`src/rtl/ifg_pkg.sv`:
```
package ifg_pkg;

  typedef enum logic [1:0] {
    ST_BUSY  = 2'd0,
    ST_PART1 = 2'd1,
    ST_PART2 = 2'd2,
    ST_READY = 2'd3
  } ifgState_t;

  typedef struct packed {
    logic clear;
    logic advance;
  } ifgStrobes_t;

endpackage

```
`src/rtl/ifg_datapath.sv`:
```
module ifg_datapath
  import ifg_pkg::*;
#(
  parameter int PART1_BITS = 60,
  parameter int GAP_BITS   = 96
) (
  input  logic        clk,
  input  logic        rstN,
  input  ifgStrobes_t strb,
  output logic        hitPart1,
  output logic        hitGap
);
  localparam int CNT_W = $clog2(GAP_BITS + 1);
  localparam logic [CNT_W-1:0] P1_CNT  = CNT_W'(PART1_BITS);
  localparam logic [CNT_W-1:0] GAP_CNT = CNT_W'(GAP_BITS);

  logic [CNT_W-1:0] gapCount;

  always_ff @(posedge clk) begin
    if (!rstN || strb.clear) begin
      gapCount <= '0;
    end else if (strb.advance && (gapCount < GAP_CNT)) begin
      gapCount <= gapCount + 1'b1;
    end
  end

  assign hitPart1 = (gapCount >= P1_CNT);
  assign hitGap   = (gapCount >= GAP_CNT);

  p_no_overflow_r2: assert property (@(posedge clk) disable iff (!rstN)
    gapCount <= GAP_CNT);

  p_clear_zero_r3: assert property (@(posedge clk) disable iff (!rstN)
    strb.clear |=> (gapCount == '0));

  p_tick_only_r9: assert property (@(posedge clk) disable iff (!rstN)
    (!strb.advance && !strb.clear) |=> $stable(gapCount));

endmodule

```
`src/rtl/ifg_control.sv`:
```
module ifg_control
  import ifg_pkg::*;
#(
  parameter int PART1_BITS = 60
) (
  input  logic        clk,
  input  logic        rstN,
  input  logic        bitTick,
  input  logic        carrierSense,
  input  logic        txActive,
  input  logic        txPending,
  input  logic        hitPart1,
  input  logic        hitGap,
  output ifgStrobes_t strb,
  output logic        txGrant,
  output logic        rxYield
);
  localparam bit SINGLE_PART = (PART1_BITS == 0);

  ifgState_t state, nextState;
  logic mediumBusy;

  assign mediumBusy = carrierSense | txActive;

  always_comb begin
    nextState = state;
    unique case (state)
      ST_BUSY: begin
        if (!mediumBusy) nextState = SINGLE_PART ? ST_PART2 : ST_PART1;
      end
      ST_PART1: begin
        if (hitPart1)        nextState = ST_PART2;
        else if (mediumBusy) nextState = ST_BUSY;
      end
      ST_PART2: begin
        if (hitGap) nextState = ST_READY;
      end
      ST_READY: begin
        if (txPending)         nextState = ST_BUSY;
        else if (carrierSense) nextState = ST_BUSY;
      end
      default: nextState = ST_BUSY;
    endcase
  end

  always_ff @(posedge clk) begin
    if (!rstN) state <= ST_BUSY;
    else       state <= nextState;
  end

  always_comb begin
    strb.clear   = (state == ST_BUSY) || (nextState == ST_BUSY);
    strb.advance = bitTick && ((state == ST_PART1) || (state == ST_PART2));
  end

  assign txGrant = (state == ST_READY) && txPending;
  assign rxYield = (state == ST_BUSY) || (state == ST_PART1);

  p_grant_pulse_r5: assert property (@(posedge clk) disable iff (!rstN)
    txGrant |=> !txGrant);

  p_grant_after_gap_r2: assert property (@(posedge clk) disable iff (!rstN)
    txGrant |-> hitGap);

  p_part2_holds_r4: assert property (@(posedge clk) disable iff (!rstN)
    (state == ST_PART2 && !hitGap) |=> (state == ST_PART2 || state == ST_READY));

  p_early_restart_r3: assert property (@(posedge clk) disable iff (!rstN)
    (state == ST_PART1 && !hitPart1 && carrierSense) |=> (state == ST_BUSY && rxYield));

  p_idle_carrier_r7: assert property (@(posedge clk) disable iff (!rstN)
    (state == ST_READY && !txPending && carrierSense) |=> rxYield);

endmodule

```
`src/rtl/ifg_defer.sv`:
```
module ifg_defer
  import ifg_pkg::*;
#(
  parameter int PART1_BITS = 60,
  parameter int GAP_BITS   = 96
) (
  input  logic clk,
  input  logic rstN,
  input  logic bitTick,
  input  logic carrierSense,
  input  logic txActive,
  input  logic txPending,
  output logic txGrant,
  output logic rxYield
);
  ifgStrobes_t strb;
  logic hitPart1, hitGap;

  ifg_control #(.PART1_BITS(PART1_BITS)) u_ctrl (
    .clk(clk), .rstN(rstN), .bitTick(bitTick),
    .carrierSense(carrierSense), .txActive(txActive), .txPending(txPending),
    .hitPart1(hitPart1), .hitGap(hitGap),
    .strb(strb), .txGrant(txGrant), .rxYield(rxYield)
  );

  ifg_datapath #(.PART1_BITS(PART1_BITS), .GAP_BITS(GAP_BITS)) u_dp (
    .clk(clk), .rstN(rstN), .strb(strb),
    .hitPart1(hitPart1), .hitGap(hitGap)
  );

  initial begin
    assert (PART1_BITS >= 0 && PART1_BITS < GAP_BITS)
      else $error("part-one length must be below the full gap");
  end

endmodule

```
`config.mk`:
```
export PLATFORM = sky130hd
export DESIGN_NAME = ifg_defer
export DESIGN_NICKNAME = d
export VERILOG_FILES = /design/src/rtl/ifg_pkg.sv /design/src/rtl/ifg_datapath.sv /design/src/rtl/ifg_control.sv /design/src/rtl/ifg_defer.sv
export SDC_FILE = /design/constraint.sdc
export NUM_CORES = 1
export LEC_CHECK = 0
export CAP_MARGIN = 20
export CORE_AREA = 4 4 41 43
export CTS_CLUSTER_SIZE = 14
export DETAILED_ROUTE_END_ITERATION = 8
export DIE_AREA = 0 0 45 47
export PLACE_DENSITY_LB_ADDON = 0.25
export REMOVE_ABC_BUFFERS = 1
export SYNTH_ARGS = -nofsm -noshare
export SYNTH_HDL_FRONTEND = slang
export SYNTH_SLANG_ARGS = --single-unit
```
`constraint.sdc`:
```
create_clock -name clk -period 2.1 [get_ports clk]
set_clock_uncertainty 0.05 [all_clocks]
set_input_delay 0.42 -clock clk [delete_from_list [all_inputs] [get_ports clk]]
set_output_delay 0.42 -clock clk [all_outputs]
set_load 0.05 [all_outputs]
```
Word level (Yosys, flattened, before mapping)
Cells that the tools add are included.
{"block": "totals", "reg_bits": 9, "out_inout_bits": 2}
{"block": "op_classes", "add_sub_neg": 1, "n_lt_le_gt_ge": 3, "n_eq_ne": 3, "mux": 7, "n_bitwise": 1, "n_reduce_logical": 10}
{"op": "$mux W2", "count": 6}
{"op": "$pmux W2 S4", "count": 1}
{"op": "$add A7 B1 Y7 const B", "count": 1}
{"op": "$ge A7 B6 Y1 const B", "count": 1}
{"op": "$ge A7 B7 Y1 const B", "count": 1}
{"op": "$lt A7 B7 Y1 const B", "count": 1}
{"op": "$eq A2 B2 Y1 const B", "count": 2}
{"op": "$logic_not A2 Y1", "count": 2}
{"op": "$logic_or A1 B1 Y1", "count": 4}
{"op": "$logic_and A1 B1 Y1", "count": 3}
{"op": "$eq A2 B1 Y1 const B", "count": 1}
{"op": "$logic_not A1 Y1", "count": 1}
{"op": "$or A1 B1 Y1", "count": 1}

Depth between registers and ports, before layout
{"block": "depth", "depth_word": 7, "depth_mapped": 6, "ltp_nobuf": 6}

Hierarchy
From an unflattened synthesis, not the netlist that was laid out.
{"block": "unflattened", "cells_unflattened": 72, "hier_area_um2": 609.3}
{"mod": "ifg_datapath", "n_inst": 1, "cells_each": 43, "area_each_um2": 360.3}
{"mod": "ifg_control", "n_inst": 1, "cells_each": 29, "area_each_um2": 249.0}

Least setup slack after synthesis
No wires, ideal clock.
{"block": "synth_path", "path_type": "reg2out", "start": "register u_ctrl.state[0]", "end": "output port rxYield", "arrival_ns": 1.262, "t_required_ns": 1.630, "setup_slack_ns": 0.368, "path_stages_with_launch": 5, "path_cell_list": "dfxtp_1 > inv_1 > ha_1 > clkbuf_1 > or2_2"}
{"block": "synth_between", "elab_chain_len": 2, "word_cells_on_any_way": 3, "cone_classes": "eq/ne (1); reduce/logical (2)"}
{"element": "start: declaration", "line_no": "ifg_control.sv:20", "text": "ifgState_t state, nextState;"}
{"element": "start signal: assignment", "line_no": "ifg_control.sv:48", "text": "else state <= nextState;"}
{"element": "$eq A2 B1 Y1 or $logic_not A2 Y1 (tied branches)", "line_no": "ifg_control.sv:57", "text": "assign rxYield = (state == ST_BUSY) || (state == ST_PART1);"}
{"element": "$logic_or A1 B1 Y1 *", "line_no": "ifg_control.sv:57"}
{"element": "end: declaration", "line_no": "ifg_defer.sv:14", "text": "output logic rxYield"}
Every way passes the cells marked *; elsewhere a longest branch is shown, timed or not.

Worst setup path after layout
Same ends and word-level chain as after synthesis.

==> impl_metrics.env <==
export IMPL_power_density_nw_per_um2=1053
export IMPL_p_leak_nw=0.2326
export IMPL_r2r_cells=5
export IMPL_maxCapViolCount=0
export IMPL_hold_buffers=0
export IMPL_cts_tree="built"
export IMPL_core_area_um2=1301
export IMPL_max_freq_ghz=0.5057
export IMPL_vias=492
export IMPL_timing_final_ws_setup_ns=0.1225
export IMPL_drt_iter0_drc=16
export IMPL_avgSynthCellArea_um2=9.247
export IMPL_finalNetCount=86
export IMPL_grt_pass1_wl_mm=1.869
export IMPL_num_rows=13
export IMPL_h_tree_depth=1
export IMPL_r2r_setup_slack_ns=0.17
export IMPL_worst_pin_slew_ns=0.7429
export IMPL_start_util_pct=45.48
export IMPL_hp_class="reg2reg"
export IMPL_path_clk_slew_ns=0.06
export IMPL_wl_per_cell_um=13.35
export IMPL_die_y_um=47
export IMPL_synth_edf_count=0
export IMPL_die_area_um2=2115
export IMPL_syn_inst=64
export IMPL_top_layer="met3"
export IMPL_dr_wl_met3_um=98
export IMPL_netlist_area_um2=591.8
export IMPL_wl_mm=1.175
export IMPL_cts_buffers=3
export IMPL_yosysUniqueCellTypes=28
export IMPL_worstHoldStart="u_dp.gapCount[6]"
export IMPL_power_total_mw=0.7394
export IMPL_status="complete, no violations"
export IMPL_hpwl_um=912.7
export IMPL_utilization_pct=53.94
export IMPL_clock_sinks=9
export IMPL_yosys_warnings=0
export IMPL_postCtsSetupBuffers=0
export IMPL_ys_ff_latch=9
export IMPL_rr_startpoint="u_ctrl.state[1]"
export IMPL_hold_path_depth=2
export IMPL_wl_met2_um=568
export IMPL_yosys_top_cells_count="9 x dfxtp_1, 8 x a211oi_1, 6 x ha_1, 5 x inv_1, 5 x xnor2_1"
export IMPL_fin_tns_setup_ns=0
export IMPL_numPortBuffers=7
export IMPL_clockRootBuffer="clkbuf_4"
export IMPL_rsz0062_at_grt="false"
export IMPL_cts_resized=0
export IMPL_final_layout_size_suffix_gt1_share_pct=13.70
export IMPL_hold_viol=0
export IMPL_grt_max_degree=9
export IMPL_setup_viol=0
export IMPL_clockBufferDepth=2
export IMPL_io_pins=8
export IMPL_die_w_um=45
export IMPL_clk_latency_ns=0.26
export IMPL_ant_nets=0
export IMPL_synth_top_area_share_pct=30.44
export IMPL_synth_ff_type="dfxtp_1"
export IMPL_ir_drop_mv=0.5060
export IMPL_yosysSeqAreaShare_pct=30.44
export IMPL_antenna_found_initial=0
export IMPL_synth_most_common_cell="dfxtp_1"
export IMPL_cp_end_kind="output port"
export IMPL_insertedDiodeCount=0
export IMPL_gp_congestion=0.8506
export IMPL_startpoint="u_ctrl.state[0]"
export IMPL_min_to="u_dp.gapCount[6]"
export IMPL_cp_required_ns=1.63
export IMPL_async_flop_share_pct=0
export IMPL_grt_usage_pct=12.77
export IMPL_ys_top_cells_by_area="dfxtp_1 30%, ha_1 13%, a211oi_1 10%"
export IMPL_synth_top_cell_by_area="dfxtp_1"
export IMPL_critical_path_class="reg2out"
export IMPL_drv_slew=0
export IMPL_met1Wirelength_um=508
export IMPL_start_kind="register"
export IMPL_area_growth_pct=18.60
export IMPL_n_fill_cell=138
export IMPL_r2r_end="u_dp.gapCount[2]"
export IMPL_cp_arrival_ns=1.51
export IMPL_hold_slack_ns=0.5231
export IMPL_max_slew_margin_pct=49.93
export IMPL_fin_crit_ns=1.978
export IMPL_grt_pass1_vias=430
export IMPL_drc=0
export IMPL_overflow=0
export IMPL_vias_per_cell=5.591
export IMPL_drtPass1Iterations=4
export IMPL_fin_crit_sh_pct=94.17
export IMPL_critPathMaxFanout=5
export IMPL_dp_slack_ns=-0.02898
-- power breakdown --
group | switching (mW) | total, mW | internal [mW] | leakage, nW
Sequential | 0.0266 | 0.219 | 0.192 | 0.0729
Combinational | 0.242 | 0.389 | 0.148 | 0.145
Clock | 0.0580 | 0.131 | 0.0731 | 0.0150
Total | 0.326 | 0.739 | 0.413 | 0.233
-- cell usage in the layout, fill, tap and decap left out --
cell,netlist,layout
a211oi_1,8,8
a21oi_1,1,1
a21oi_2,1,1
a311oi_1,1,1
a31oi_1,1,1
a41oi_2,1,1
and2_1,2,2
buf_12,0,1
buf_4,0,2
clkbuf_1,1,1
clkbuf_4,0,3
clkdlybuf4s50_1,0,5
dfxtp_1,9,9
ha_1,6,6
inv_1,5,5
mux2i_1,1,1
nand2_1,2,2
nand2b_1,2,2
nand3_1,2,2
nor2_1,2,2
nor2b_1,1,1
nor3_1,2,2
nor3b_1,2,2
nor4_1,1,1
o21ai_0,2,2
o311a_1,1,1
o41ai_2,1,1
or2_2,1,1
or3b_1,1,1
xnor2_1,5,5
-- critical path, cell delays in order (launching register included) --
cell     delay [ns]
dfxtp_1        0.41
inv_1          0.09
ha_1           0.27
or2_2          0.29
buf_4          0.19
-- worst max-delay path by stage --
| stage | slack [ns] | end | cells past startpoint |
|---|---|---|---|
| 5_1_grt | 0.03 | rxYield | 4 |
| 6_report | 0.12 | rxYield | 4 |
| 4_1_cts | 0.10 | rxYield | 4 |
| 3_3_place_gp | 0.02 | u_dp.gapCount[6] | 5 |
| 3_5_place_dp | -0.03 | u_dp.gapCount[2] | 5 |
| 2_1_floorplan | 0.43 | u_dp.gapCount[0] | 4 |
-- sequential cells by signal, indices dropped and copies added (netlist names) --
register and count:
u_dp.gapCount 7, u_ctrl.state 2
-- final cells by class --
class	count	area (um2)	area share, %
Multi-Input combinational cell	47	372.9	53.12
Sequential cell	9	180.2	25.67
Clock buffer	4	26.28	3.743
Inverter	5	18.77	2.674
Timing Repair Buffer	8	85.08	12.12
Tap cell	15	18.77	2.674
-- layer usage --
layer | up-vias | global-route usage, %
met5 | - | 0
met4 | 0 | 1.754
met3 | 0 | 8.046
met2 | 19 | 20.90
met1 | 225 | 14.48
li1 | 248 | -
-- through the flow --
stage / instances / instance area [um2]
floorplan: 61 / 571.8
global placement: 84 / 675.6
detailed placement: 84 / 675.6
CTS: 88 / 701.9
global route: 88 / 701.9
finish: 88 / 701.9
-- logic make-up after synthesis --
logic type | Yosys count | synth area share [%]
buffers and inverters | 8 | 6.553
flip-flops | 9 | 30.44
XOR/XNOR | 5 | 7.399
multiplexers | 1 | 1.691
adder cells (fa/ha/maj) | 6 | 12.68
AND/OR/NAND/NOR | 18 | 17.34
AO/OA/AOI/OAI | 17 | 23.89
Power figures use the tool's default switching activity.
